## config.mk

```make
export PLATFORM = sky130hd
export DESIGN_NAME = fgsd_speed_disc
export DESIGN_NICKNAME = d
export VERILOG_FILES = /design/src/rtl/fgsd_pkg.sv /design/src/rtl/fgsd_period_meter.sv /design/src/rtl/fgsd_speed_eval.sv /design/src/rtl/fgsd_phase_cmp.sv /design/src/rtl/fgsd_speed_disc.sv
export SDC_FILE = /design/constraint.sdc
export NUM_CORES = 1
export LEC_CHECK = 0
export BUFFER_PORTS_ARGS = -buffer_cell sky130_fd_sc_hd__buf_4
export CELL_PAD_IN_SITES_DETAIL_PLACEMENT = 1
export CELL_PAD_IN_SITES_GLOBAL_PLACEMENT = 2
export CORE_MARGIN = 1
export CORE_UTILIZATION = 39
export DETAILED_ROUTE_END_ITERATION = 16
export PLACE_DENSITY_LB_ADDON = 0.08
export SLEW_MARGIN = 20
export SYNTH_ARGS = -nofsm -noshare
export SYNTH_HDL_FRONTEND = slang
export SYNTH_SLANG_ARGS = --single-unit
```

## constraint.sdc

```tcl
create_clock -name clk -period 6.9 [get_ports clk]
set_input_delay 1.035 -clock clk [delete_from_list [all_inputs] [get_ports clk]]
set_output_delay 1.035 -clock clk [all_outputs]
set_load 0.03 [all_outputs]
```

## src/rtl/fgsd_pkg.sv

```systemverilog
package fgsd_pkg;

    // Default sizing of the discriminator.
    localparam int CNT_W_DEF   = 11;   // period counter width
    localparam int PW_W_DEF    = 10;   // pulse width / clip width
    localparam int NOMINAL_DEF = 512;  // ticks per nominal tachometer period

    // Tri-level phase comparator state.
    typedef enum logic [1:0] {
        PH_IDLE = 2'd0,
        PH_UP   = 2'd1,
        PH_DOWN = 2'd2
    } phase_e;

    // Edge events seen by the phase comparator in one cycle.
    typedef struct packed {
        logic cmd;
        logic fg;
    } edge_evt_t;

    // Verdict formed from one evaluated period.
    typedef struct packed {
        logic accel;
        logic locked;
    } spd_verdict_t;

    // Next phase state from the current state and the edges of this cycle.
    function automatic phase_e phase_next(input phase_e cur, input edge_evt_t ev);
        phase_e nxt;
        nxt = cur;
        unique case (cur)
            PH_IDLE: begin
                if (ev.cmd && !ev.fg)      nxt = PH_UP;
                else if (ev.fg && !ev.cmd) nxt = PH_DOWN;
            end
            PH_UP:   if (ev.fg && !ev.cmd) nxt = PH_IDLE;
            PH_DOWN: if (ev.cmd && !ev.fg) nxt = PH_IDLE;
            default: nxt = PH_IDLE;
        endcase
        return nxt;
    endfunction

endpackage

```

## src/rtl/fgsd_period_meter.sv

```systemverilog
module fgsd_period_meter #(
    parameter int CNT_W = fgsd_pkg::CNT_W_DEF
) (
    input  logic             clk,
    input  logic             rst,
    input  logic             ref_tick,
    input  logic             fg_edge,
    output logic             meas_eval,
    output logic             meas_sat,
    output logic [CNT_W-1:0] meas_count
);
    localparam logic [CNT_W-1:0] CNT_MAX = '1;

    logic [CNT_W-1:0] cnt_q;
    logic [CNT_W-1:0] cnt_inc;
    logic             armed_q;   // a period is in progress
    logic             odd_q;     // next closed period is the evaluated one

    // Count including the tick of this cycle, held at the ceiling.
    always_comb begin
        if (ref_tick && (cnt_q != CNT_MAX)) cnt_inc = cnt_q + 1'b1;
        else                                cnt_inc = cnt_q;
    end

    assign meas_count = cnt_inc;
    assign meas_sat   = (cnt_inc == CNT_MAX);
    assign meas_eval  = fg_edge && armed_q && odd_q;

    always_ff @(posedge clk) begin
        if (rst) begin
            cnt_q   <= '0;
            armed_q <= 1'b0;
            odd_q   <= 1'b0;
        end else if (fg_edge) begin
            cnt_q   <= '0;
            armed_q <= 1'b1;
            if (armed_q) odd_q <= ~odd_q;
        end else begin
            cnt_q <= cnt_inc;
        end
    end
endmodule

```

## src/rtl/fgsd_speed_eval.sv

```systemverilog
module fgsd_speed_eval #(
    parameter int CNT_W   = fgsd_pkg::CNT_W_DEF,
    parameter int PW_W    = fgsd_pkg::PW_W_DEF,
    parameter int NOMINAL = fgsd_pkg::NOMINAL_DEF
) (
    input  logic             clk,
    input  logic             rst,
    input  logic             eval,
    input  logic             sat,
    input  logic [CNT_W-1:0] count,
    input  logic [PW_W-1:0]  max_width,
    output logic             spd_pulse,
    output logic             spd_accel,
    output logic             lock_n
);
    import fgsd_pkg::*;

    localparam int TOL  = NOMINAL / 16;           // 6.25 % of nominal
    localparam int DW   = (CNT_W > PW_W) ? CNT_W : PW_W;
    localparam logic [CNT_W-1:0] NOM_C  = CNT_W'(NOMINAL);
    localparam logic [CNT_W-1:0] LOW_C  = CNT_W'(NOMINAL - TOL);
    localparam logic [CNT_W-1:0] HIGH_C = CNT_W'(NOMINAL + TOL);

    logic             above;
    logic [CNT_W-1:0] diff;
    logic [DW-1:0]    diff_x;
    logic [DW-1:0]    cap_x;
    logic [PW_W-1:0]  width;
    spd_verdict_t     verdict;

    logic [PW_W-1:0]  pw_q;
    logic             accel_q;
    logic             lock_n_q;

    always_comb begin
        above  = (count > NOM_C);
        diff   = above ? (count - NOM_C) : (NOM_C - count);
        diff_x = DW'(diff);
        cap_x  = DW'(max_width);
        width  = (diff_x > cap_x) ? max_width : PW_W'(diff_x);
        verdict.accel  = above || sat;
        verdict.locked = !sat && (count >= LOW_C) && (count <= HIGH_C);
    end

    always_ff @(posedge clk) begin
        if (rst) begin
            pw_q     <= '0;
            accel_q  <= 1'b0;
            lock_n_q <= 1'b1;
        end else if (eval) begin
            pw_q     <= width;
            accel_q  <= verdict.accel;
            lock_n_q <= ~verdict.locked;
        end else if (pw_q != '0) begin
            pw_q <= pw_q - 1'b1;
        end
    end

    assign spd_pulse = (pw_q != '0);
    assign spd_accel = accel_q;
    assign lock_n    = lock_n_q;
endmodule

```

## src/rtl/fgsd_phase_cmp.sv

```systemverilog
module fgsd_phase_cmp (
    input  logic clk,
    input  logic rst,
    input  logic cmd_edge,
    input  logic fg_edge,
    output logic phase_up,
    output logic phase_dn
);
    import fgsd_pkg::*;

    phase_e    state_q;
    edge_evt_t ev;

    always_comb begin
        ev.cmd = cmd_edge;
        ev.fg  = fg_edge;
    end

    always_ff @(posedge clk) begin
        if (rst) state_q <= PH_IDLE;
        else     state_q <= phase_next(state_q, ev);
    end

    assign phase_up = (state_q == PH_UP);
    assign phase_dn = (state_q == PH_DOWN);
endmodule

```

## src/rtl/fgsd_speed_disc.sv

```systemverilog
module fgsd_speed_disc #(
    parameter int CNT_W   = fgsd_pkg::CNT_W_DEF,
    parameter int PW_W    = fgsd_pkg::PW_W_DEF,
    parameter int NOMINAL = fgsd_pkg::NOMINAL_DEF
) (
    input  logic            clk,
    input  logic            rst,
    input  logic            ref_tick,
    input  logic            fg_edge,
    input  logic            cmd_edge,
    input  logic [PW_W-1:0] max_width,
    output logic            spd_pulse,
    output logic            spd_accel,
    output logic            lock_n,
    output logic            phase_up,
    output logic            phase_dn
);
    logic             meas_eval;
    logic             meas_sat;
    logic [CNT_W-1:0] meas_count;

    fgsd_period_meter #(.CNT_W(CNT_W)) u_meter (
        .clk       (clk),
        .rst       (rst),
        .ref_tick  (ref_tick),
        .fg_edge   (fg_edge),
        .meas_eval (meas_eval),
        .meas_sat  (meas_sat),
        .meas_count(meas_count)
    );

    fgsd_speed_eval #(.CNT_W(CNT_W), .PW_W(PW_W), .NOMINAL(NOMINAL)) u_eval (
        .clk       (clk),
        .rst       (rst),
        .eval      (meas_eval),
        .sat       (meas_sat),
        .count     (meas_count),
        .max_width (max_width),
        .spd_pulse (spd_pulse),
        .spd_accel (spd_accel),
        .lock_n    (lock_n)
    );

    fgsd_phase_cmp u_phase (
        .clk      (clk),
        .rst      (rst),
        .cmd_edge (cmd_edge),
        .fg_edge  (fg_edge),
        .phase_up (phase_up),
        .phase_dn (phase_dn)
    );
endmodule

```

* Word level (Yosys, flattened, before mapping)
Cells that the tools add are included.
** Word-level totals
- Flip-flop bits (word level) :: 27
- Latch bits :: 0
- Bits in writable memories :: 0
- Memory bits (read-only) :: 0
- Output and inout bits :: 5
- Logic and storage cells :: 51
- Memories kept :: 0
** Cells by class
- $add $sub $neg :: 4
- Multiply operators :: 0
- Divide/modulo/power cells :: 0
- $lt $le $gt $ge :: 4
- Equality and inequality tests :: 7
- Shift-type cells :: 0
- Muxes and demuxes :: 10
- Bitwise logic cells :: 2
- Reductions and logical operators :: 17
** Operators with widths (count)
- 10-bit 2-to-1 mux :: 3
- 11-bit 2-to-1 mux :: 2
- 11-bit by 1-bit adder with 11-bit output, second input constant :: 1
- 11-bit equality test, second input constant :: 1
- 11-bit by 9-bit greater-or-equal comparator with 1-bit output, second input constant :: 1
- 11-bit by 10-bit > comparator with 1-bit output :: 1
- 11-bit by 10-bit > comparator with 1-bit output, second input constant :: 1
- 11-bit by 10-bit <= comparator with 1-bit output, second input constant :: 1
- 11-bit inequality test, second input constant :: 1
- 10-bit by 11-bit subtractor with 11-bit output, first input constant :: 1
- 11-bit by 10-bit subtractor with 11-bit output, second input constant :: 1
- 10-bit nonzero test :: 1
- 10-bit by 1-bit subtractor with 10-bit output, second input constant :: 1
- 2-bit 2-to-1 mux :: 4
- 1-bit logical AND :: 7
- 2-bit case mux with 3 select lines :: 1
- 2-bit by 1-bit inequality test with 1-bit output, second input constant :: 2
- 1-bit logical NOT :: 3
- 3-bit by 1-bit inequality test with 1-bit output, second input constant :: 1
- 3-bit AND reduction :: 1
- 2-bit by 1-bit equality test with 1-bit output, second input constant :: 1
- 2-bit equality test, second input constant :: 1
- 2-bit logical NOT :: 1
- 1-bit inverter :: 2
- 4 further kinds :: 4

* Logic depth before layout (Yosys ltp)
- Depth after elaboration :: 8
- Gate-level depth with buffers :: 20

* Modules after synthesis
A second synthesis with hierarchy kept.
** Unflattened totals
- Cell total of the unflattened synthesis :: 284
- Area total of the unflattened synthesis :: 2433.6 µm²
** By module, submodules not included
- fgsd_speed_eval :: times used 1, cells each 177, area an instance 1488.9 µm²
- fgsd_period_meter :: times used 1, cells each 94, area an instance 820.8 µm²
- fgsd_phase_cmp :: times used 1, cells each 13, area an instance 123.9 µm²

* Worst setup path before layout
No wires, ideal clock.
- Path kind :: input to register
- Start point :: in ref_tick
- End point :: reg u_eval.pw_q[1]
- Library setup time :: 0.122 ns
- Data arrival time :: 4.122 ns
- Setup slack :: 2.656 ns
- Cell stages on the path :: 20
- Buffers on the path :: 3
- Cell sequence :: and3_1 > buf_4 > o2111ai_1 > xnor2_2 > inv_2 > ha_1 > clkbuf_1 > a31oi_4 > mux2i_1 > inv_1 > ha_1 > nor2b_1 > o21a_1 > o21ai_0 > a21oi_1 > o21ai_0 > and3_1 > buf_6 > nand4_1 > o311a_1
** Between the ends
- Word-level cells in the longest chain between the ends :: 7
- Elaborated cells between the ends (all ways) :: 9
** RTL lines
- start, declared :: RTL line fgsd_speed_disc.sv:8 : input logic ref_tick,
- 1-bit logical AND (*) :: RTL line fgsd_period_meter.sv:21 : if (ref_tick && (cnt_q != CNT_MAX)) cnt_inc = cnt_q + 1'b1;
- 11-bit 2-to-1 mux (*) :: RTL line fgsd_period_meter.sv:21
- net meas_count[9] :: RTL line fgsd_speed_disc.sv:20 : logic [CNT_W-1:0] meas_count;
- 10-bit by 11-bit subtractor with 11-bit output, or another cell as far along :: RTL line fgsd_speed_eval.sv:37 : diff = above ? (count - NOM_C) : (NOM_C - count);
- 11-bit 2-to-1 mux (*) :: RTL line fgsd_speed_eval.sv:37
- 11-bit by 10-bit > comparator with 1-bit output :: RTL line fgsd_speed_eval.sv:40 : width = (diff_x > cap_x) ? max_width : PW_W'(diff_x);
- 10-bit 2-to-1 mux (*) :: RTL line fgsd_speed_eval.sv:40
- 10-bit 2-to-1 mux (*) :: RTL line fgsd_speed_eval.sv:50 : end else if (eval) begin
- end signal, assigned :: RTL line fgsd_speed_eval.sv:51 : pw_q <= width;
- end signal, assigned :: RTL line fgsd_speed_eval.sv:55 : pw_q <= pw_q - 1'b1;
- end, declared :: RTL line fgsd_speed_eval.sv:31 : logic [PW_W-1:0] pw_q;
Mark *: on every way through the listed nets, which the timed path passes. The rest lies on a longest branch.
A chain may end at the register's enable or synchronous reset.

* Worst setup path in the final report
- Start point :: reg u_meter.cnt_q[0]
- End point :: reg u_eval.pw_q[1]
** Between the ends
- Word-level cells in the longest chain between the ends :: 8
- Elaborated cells between the ends (all ways) :: 11
** RTL lines
- start, declared :: RTL line fgsd_period_meter.sv:14 : logic [CNT_W-1:0] cnt_q;
- start signal, assigned :: RTL line fgsd_period_meter.sv:39 : cnt_q <= cnt_inc;
- branches (longest 2 deep; another with 11-bit by 1-bit adder with 11-bit output)
- 11-bit 2-to-1 mux (*) :: RTL line fgsd_period_meter.sv:21
- 10-bit by 11-bit subtractor with 11-bit output, or another cell as far along :: RTL line fgsd_speed_eval.sv:37
- 11-bit 2-to-1 mux (*) :: RTL line fgsd_speed_eval.sv:37
- 11-bit by 10-bit > comparator with 1-bit output :: RTL line fgsd_speed_eval.sv:40
- 10-bit 2-to-1 mux (*) :: RTL line fgsd_speed_eval.sv:40
- 10-bit 2-to-1 mux (*) :: RTL line fgsd_speed_eval.sv:50
Mark *: on every way between the ends.

==> impl_metrics.xml <==
<?xml version="1.0" encoding="UTF-8"?>
<metrics>
  <group name="run_status">
    <metric name="status" unit="">finished, final reports clean</metric>
  </group>
  <group name="layout">
    <metric name="fin_cells" unit="">356</metric>
    <metric name="layout_common_cells" unit="">sky130_fd_sc_hd__nor2_1 (29), sky130_fd_sc_hd__dfxtp_1 (27), sky130_fd_sc_hd__nand2_1 (22)</metric>
    <metric name="area.growth.synth_to_final" unit="%">8.89</metric>
    <metric name="finish.net_count" unit="">316</metric>
    <metric name="multi_input_gate_area" unit="um2">1560</metric>
    <metric name="final_common_cell" unit="">sky130_fd_sc_hd__nor2_1</metric>
    <metric name="antenna_cells_inserted" unit="">0</metric>
    <metric name="postLayoutCoreUtil" unit="">0.443</metric>
    <metric name="final_layout_size_suffix_gt1_frac" unit="">0.176</metric>
    <metric name="num-fill-cells" unit="">702</metric>
    <metric name="seqCellArea" unit="um2">541</metric>
  </group>
  <group name="floorplanning">
    <metric name="placementRows" unit="">27</metric>
    <metric name="boundaryPins" unit="">20</metric>
    <metric name="die_x" unit="um">78.0</metric>
    <metric name="floorplan.die_area" unit="um2">6080</metric>
    <metric name="floorplan.initialDensity" unit="">0.407</metric>
    <metric name="core_area" unit="um2">5540</metric>
    <metric name="die_y" unit="um">78.0</metric>
  </group>
  <group name="global_route">
    <metric name="grt_pass1_vias" unit="">1987</metric>
    <metric name="global_route.overflow_total" unit="">0</metric>
    <metric name="grt_antenna_before_repair" unit="">0</metric>
    <metric name="grt_use_total" unit="">0.212</metric>
    <metric name="wire_length_of_the_first_global_routing_pass" unit="mm">10.1</metric>
    <metric name="grt_start_max_net_pins" unit="">15</metric>
  </group>
  <group name="worst_setup_path">
    <metric name="cp.required" unit="ns">7.08</metric>
    <metric name="worst-r2r-setup-slack" unit="ns">2.09</metric>
    <metric name="critPathKind" unit="">flip-flop to flip-flop</metric>
    <metric name="worst_r2r_endpoint" unit="">u_eval.pw_q[1]</metric>
    <metric name="arrival_time_worst_endpoint" unit="ns">4.99</metric>
    <metric name="r2r.worst_path.cells" unit="">19</metric>
    <metric name="r2r-start" unit="">u_meter.cnt_q[0]</metric>
    <metric name="crit_fanout" unit="">10</metric>
    <metric name="timing.critical_path.to_type" unit="">flip-flop</metric>
    <metric name="crit_path_start_kind" unit="">flip-flop</metric>
  </group>
  <group name="synthesis">
    <metric name="synth_enable_flop_cells" unit="">0</metric>
    <metric name="ys.flop_type" unit="">sky130_fd_sc_hd__dfxtp_1</metric>
    <metric name="synth_top_family_by_area" unit="">simple AND/OR/NAND/NOR gates</metric>
    <metric name="yosys.area_share.xor_xnor" unit="">0.0694</metric>
    <metric name="yosysUniqueCellTypes" unit="">68</metric>
    <metric name="post_synth_mux_area_share" unit="">0.0394</metric>
    <metric name="synth_compound_area_frac" unit="">0.212</metric>
    <metric name="syn_area" unit="um2">2250</metric>
    <metric name="postSynthRegisterBits" unit="">27</metric>
    <metric name="synth_simple_gate_area_share" unit="">0.280</metric>
    <metric name="postSynthCellCount" unit="">272</metric>
    <metric name="mappedNetlistNets" unit="">303</metric>
    <metric name="synth.yosys.seq_area_share" unit="">0.240</metric>
    <metric name="avgSynthCellArea" unit="um2">8.28</metric>
    <metric name="synth_fa_ha_area_frac" unit="">0.0933</metric>
    <metric name="ys_warn_count" unit="">0</metric>
    <metric name="ys_async_sr_fraction" unit="">0</metric>
  </group>
  <group name="sta">
    <metric name="period_share" unit="">0.696</metric>
    <metric name="slew_headroom" unit="">0.587</metric>
    <metric name="tightestPinTransition" unit="ns">0.614</metric>
    <metric name="fmaxAchievable" unit="GHz">0.208</metric>
    <metric name="grt_setup_unrepaired" unit="">no</metric>
    <metric name="setup_tns" unit="ns">0</metric>
    <metric name="finalMaxSlewViolations" unit="">0</metric>
    <metric name="finClkSkew" unit="ns">0.00386</metric>
    <metric name="report.final.setup_viol" unit="">0</metric>
    <metric name="post-route-min-period" unit="ns">4.81</metric>
    <metric name="final_hold_viol_count" unit="">0</metric>
  </group>
  <group name="route">
    <metric name="drtIter0Drc" unit="">98</metric>
    <metric name="dr.pass1.iters" unit="">4</metric>
    <metric name="final_antenna_net_count" unit="">0</metric>
    <metric name="drcViolationCount" unit="">0</metric>
    <metric name="wl" unit="mm">5.79</metric>
    <metric name="count_of_vias_placed_by_the_detailed_router" unit="">2026</metric>
    <metric name="detail_route.vias_per_cell" unit="">5.69</metric>
    <metric name="routed_wire_length_per_instance" unit="um">16.3</metric>
  </group>
  <group name="clocking">
    <metric name="tritoncts" unit="">yes</metric>
    <metric name="htree_num_levels" unit="">1</metric>
    <metric name="clk_latency" unit="ns">0.28</metric>
    <metric name="cts_root_buffer" unit="">sky130_fd_sc_hd__clkbuf_8</metric>
    <metric name="ctsLongestPathBuffers" unit="">2</metric>
    <metric name="path_clk_slew" unit="ns">0.10</metric>
    <metric name="cts_setup_buffers" unit="">0</metric>
    <metric name="hold_buffers" unit="">0</metric>
    <metric name="cts_buffers" unit="">3</metric>
    <metric name="cts_sinks" unit="">27</metric>
    <metric name="postCtsResizedCells" unit="">0</metric>
  </group>
  <group name="power">
    <metric name="leakagePower" unit="uW">0.00101</metric>
    <metric name="power.ir.vdd_worst" unit="V">0.000129</metric>
    <metric name="power-per-cell-area" unit="nW/um2">228</metric>
  </group>
  <group name="place">
    <metric name="port-buffer-count" unit="">19</metric>
    <metric name="place.gp.congestion" unit="">0.893</metric>
    <metric name="total_placed_cells_including_tap_cells" unit="">352</metric>
    <metric name="dp.final_hpwl" unit="mm">4.67</metric>
  </group>
  <group name="worst_hold_path">
    <metric name="hold_startpoint" unit="">u_phase.state_q[1]</metric>
    <metric name="worst_hold_path.endpoint" unit="">u_phase.state_q[0]</metric>
    <metric name="timing.hold.worst.class" unit="">flip-flop to flip-flop</metric>
    <metric name="hold_path_depth" unit="">1</metric>
  </group>
  <group name="job">
    <metric name="max-cap-violations" unit="">0</metric>
  </group>
</metrics>
## cell usage after synthesis, types with 2 or more instances
cell | n | area (um2)
sky130_fd_sc_hd__ha_1 | 16 | 200
sky130_fd_sc_hd__nand2b_1 | 2 | 12.5
sky130_fd_sc_hd__mux2i_1 | 3 | 30.0
sky130_fd_sc_hd__nor3_1 | 4 | 20.0
sky130_fd_sc_hd__a31oi_1 | 2 | 12.5
sky130_fd_sc_hd__or2_4 | 2 | 17.5
sky130_fd_sc_hd__clkbuf_1 | 3 | 11.3
sky130_fd_sc_hd__xor2_1 | 7 | 61.3
sky130_fd_sc_hd__dfxtp_1 | 27 | 541
sky130_fd_sc_hd__nand3_2 | 2 | 20.0
sky130_fd_sc_hd__nand3_1 | 6 | 30.0
sky130_fd_sc_hd__and3_1 | 4 | 25.0
sky130_fd_sc_hd__nand2_1 | 22 | 82.6
sky130_fd_sc_hd__a41oi_1 | 3 | 26.3
sky130_fd_sc_hd__nor4_1 | 3 | 18.8
sky130_fd_sc_hd__a31o_1 | 2 | 17.5
sky130_fd_sc_hd__and4_1 | 2 | 17.5
sky130_fd_sc_hd__and2_1 | 2 | 12.5
sky130_fd_sc_hd__o31ai_1 | 3 | 22.5
sky130_fd_sc_hd__o311ai_1 | 7 | 61.3
sky130_fd_sc_hd__mux2i_4 | 2 | 45.0
sky130_fd_sc_hd__xnor2_1 | 9 | 78.8
sky130_fd_sc_hd__nand3b_1 | 2 | 15.0
sky130_fd_sc_hd__nor2b_1 | 4 | 25.0
sky130_fd_sc_hd__a21oi_1 | 10 | 50.1
sky130_fd_sc_hd__o211ai_1 | 6 | 45.0
sky130_fd_sc_hd__o21ai_0 | 8 | 40.0
sky130_fd_sc_hd__nor2_1 | 29 | 109
sky130_fd_sc_hd__or3_1 | 4 | 25.0
sky130_fd_sc_hd__and3_2 | 4 | 30.0
sky130_fd_sc_hd__inv_1 | 18 | 67.6
sky130_fd_sc_hd__nand4_1 | 15 | 93.8
sky130_fd_sc_hd__buf_6 | 4 | 45.0
## cell families after synthesis
family,after synthesis
AND/OR/NAND/NOR,115
AO/OA/AOI/OAI,60
buffers and inverters,30
flip-flops,27
XOR/XNOR,17
adder cells (fa/ha/maj),17
multiplexers,6
## final cells by class
class | count | share of cell area
multi-input cells | 215 | 0.637
inverters | 19 | 0.0291
well taps | 72 | 0.0367
clock buffers | 4 | 0.0184
flip-flops and latches | 27 | 0.220
repair buffers | 19 | 0.0582
## how the worst max path moves through the flow
stage	start	to	slack [ns]	depth (start not counted)
2_1_floorplan	ref_tick	u_eval.pw_q[1]	2.66	20
3_3_place_gp	ref_tick	u_eval.pw_q[1]	2.11	18
3_5_place_dp	ref_tick	u_eval.pw_q[1]	1.98	18
4_1_cts	u_meter.cnt_q[0]	u_eval.pw_q[1]	2.03	19
5_1_grt	u_meter.cnt_q[0]	u_eval.pw_q[1]	1.52	19
6_report	u_meter.cnt_q[0]	u_eval.pw_q[1]	2.09	19
## sequential cells by signal, indices dropped and copies added, names as in the netlist
name	cells
u_eval.lock_n	1
u_eval.spd_accel	1
u_phase.state_q	2
u_meter.odd_q	1
u_meter.armed_q	1
u_eval.pw_q	10
u_meter.cnt_q	11
## metrics by stage
step           total power (uW)  hold slack [ns]  instance area, um2  setup slack [ns]
6_report                    560            0.493                2450              2.09
5_1_grt                     607            0.530                2450              1.52
3_5_place_dp                470            0.471                2410              1.98
4_1_cts                     568            0.496                2450              2.03
2_1_floorplan               412            0.439                2250              2.66
3_3_place_gp                468            0.482                2410              2.11
## worst max-delay path: stages, from the launching register on
cell and delay [ns]:
sky130_fd_sc_hd__dfxtp_1 0.43, sky130_fd_sc_hd__ha_1 0.26, sky130_fd_sc_hd__nand3_1 0.19, sky130_fd_sc_hd__o31ai_1 0.55, sky130_fd_sc_hd__mux2i_1 0.38, sky130_fd_sc_hd__ha_1 0.25, sky130_fd_sc_hd__a21boi_2 0.20, sky130_fd_sc_hd__and4_4 0.30
sky130_fd_sc_hd__a31oi_4 0.14, sky130_fd_sc_hd__mux2i_1 0.22, sky130_fd_sc_hd__inv_1 0.06, sky130_fd_sc_hd__ha_1 0.28, sky130_fd_sc_hd__nor2b_1 0.13, sky130_fd_sc_hd__o21a_1 0.16, sky130_fd_sc_hd__o21ai_0 0.15, sky130_fd_sc_hd__a21oi_1 0.09
sky130_fd_sc_hd__o21ai_0 0.19, sky130_fd_sc_hd__and3_1 0.42, sky130_fd_sc_hd__nand4_1 0.15, sky130_fd_sc_hd__o311a_1 0.15
## per-layer routing
| metal | global-route usage | part of all wire | wire, um | vias to the layer above |
|---|---|---|---|---|
| li1 | - | - | - | 1030 |
| met4 | 0.0556 | 0.0079 | 46 | 0 |
| met5 | 0 | 0 | 0 | - |
| met2 | 0.328 | 0.44 | 2550 | 17 |
| met3 | 0.0212 | 0.015 | 86 | 4 |
| met1 | 0.311 | 0.54 | 3110 | 975 |
## power by group
part,total (uW),switching [uW],internal [uW],leakage (uW)
clock,95.9,54.4,41.6,0.0000228
sequential,210,24.6,185,0.000221
combinational,254,139,115,0.000764
total,560,218,342,0.00101
(Power assumes the default switching activity.)
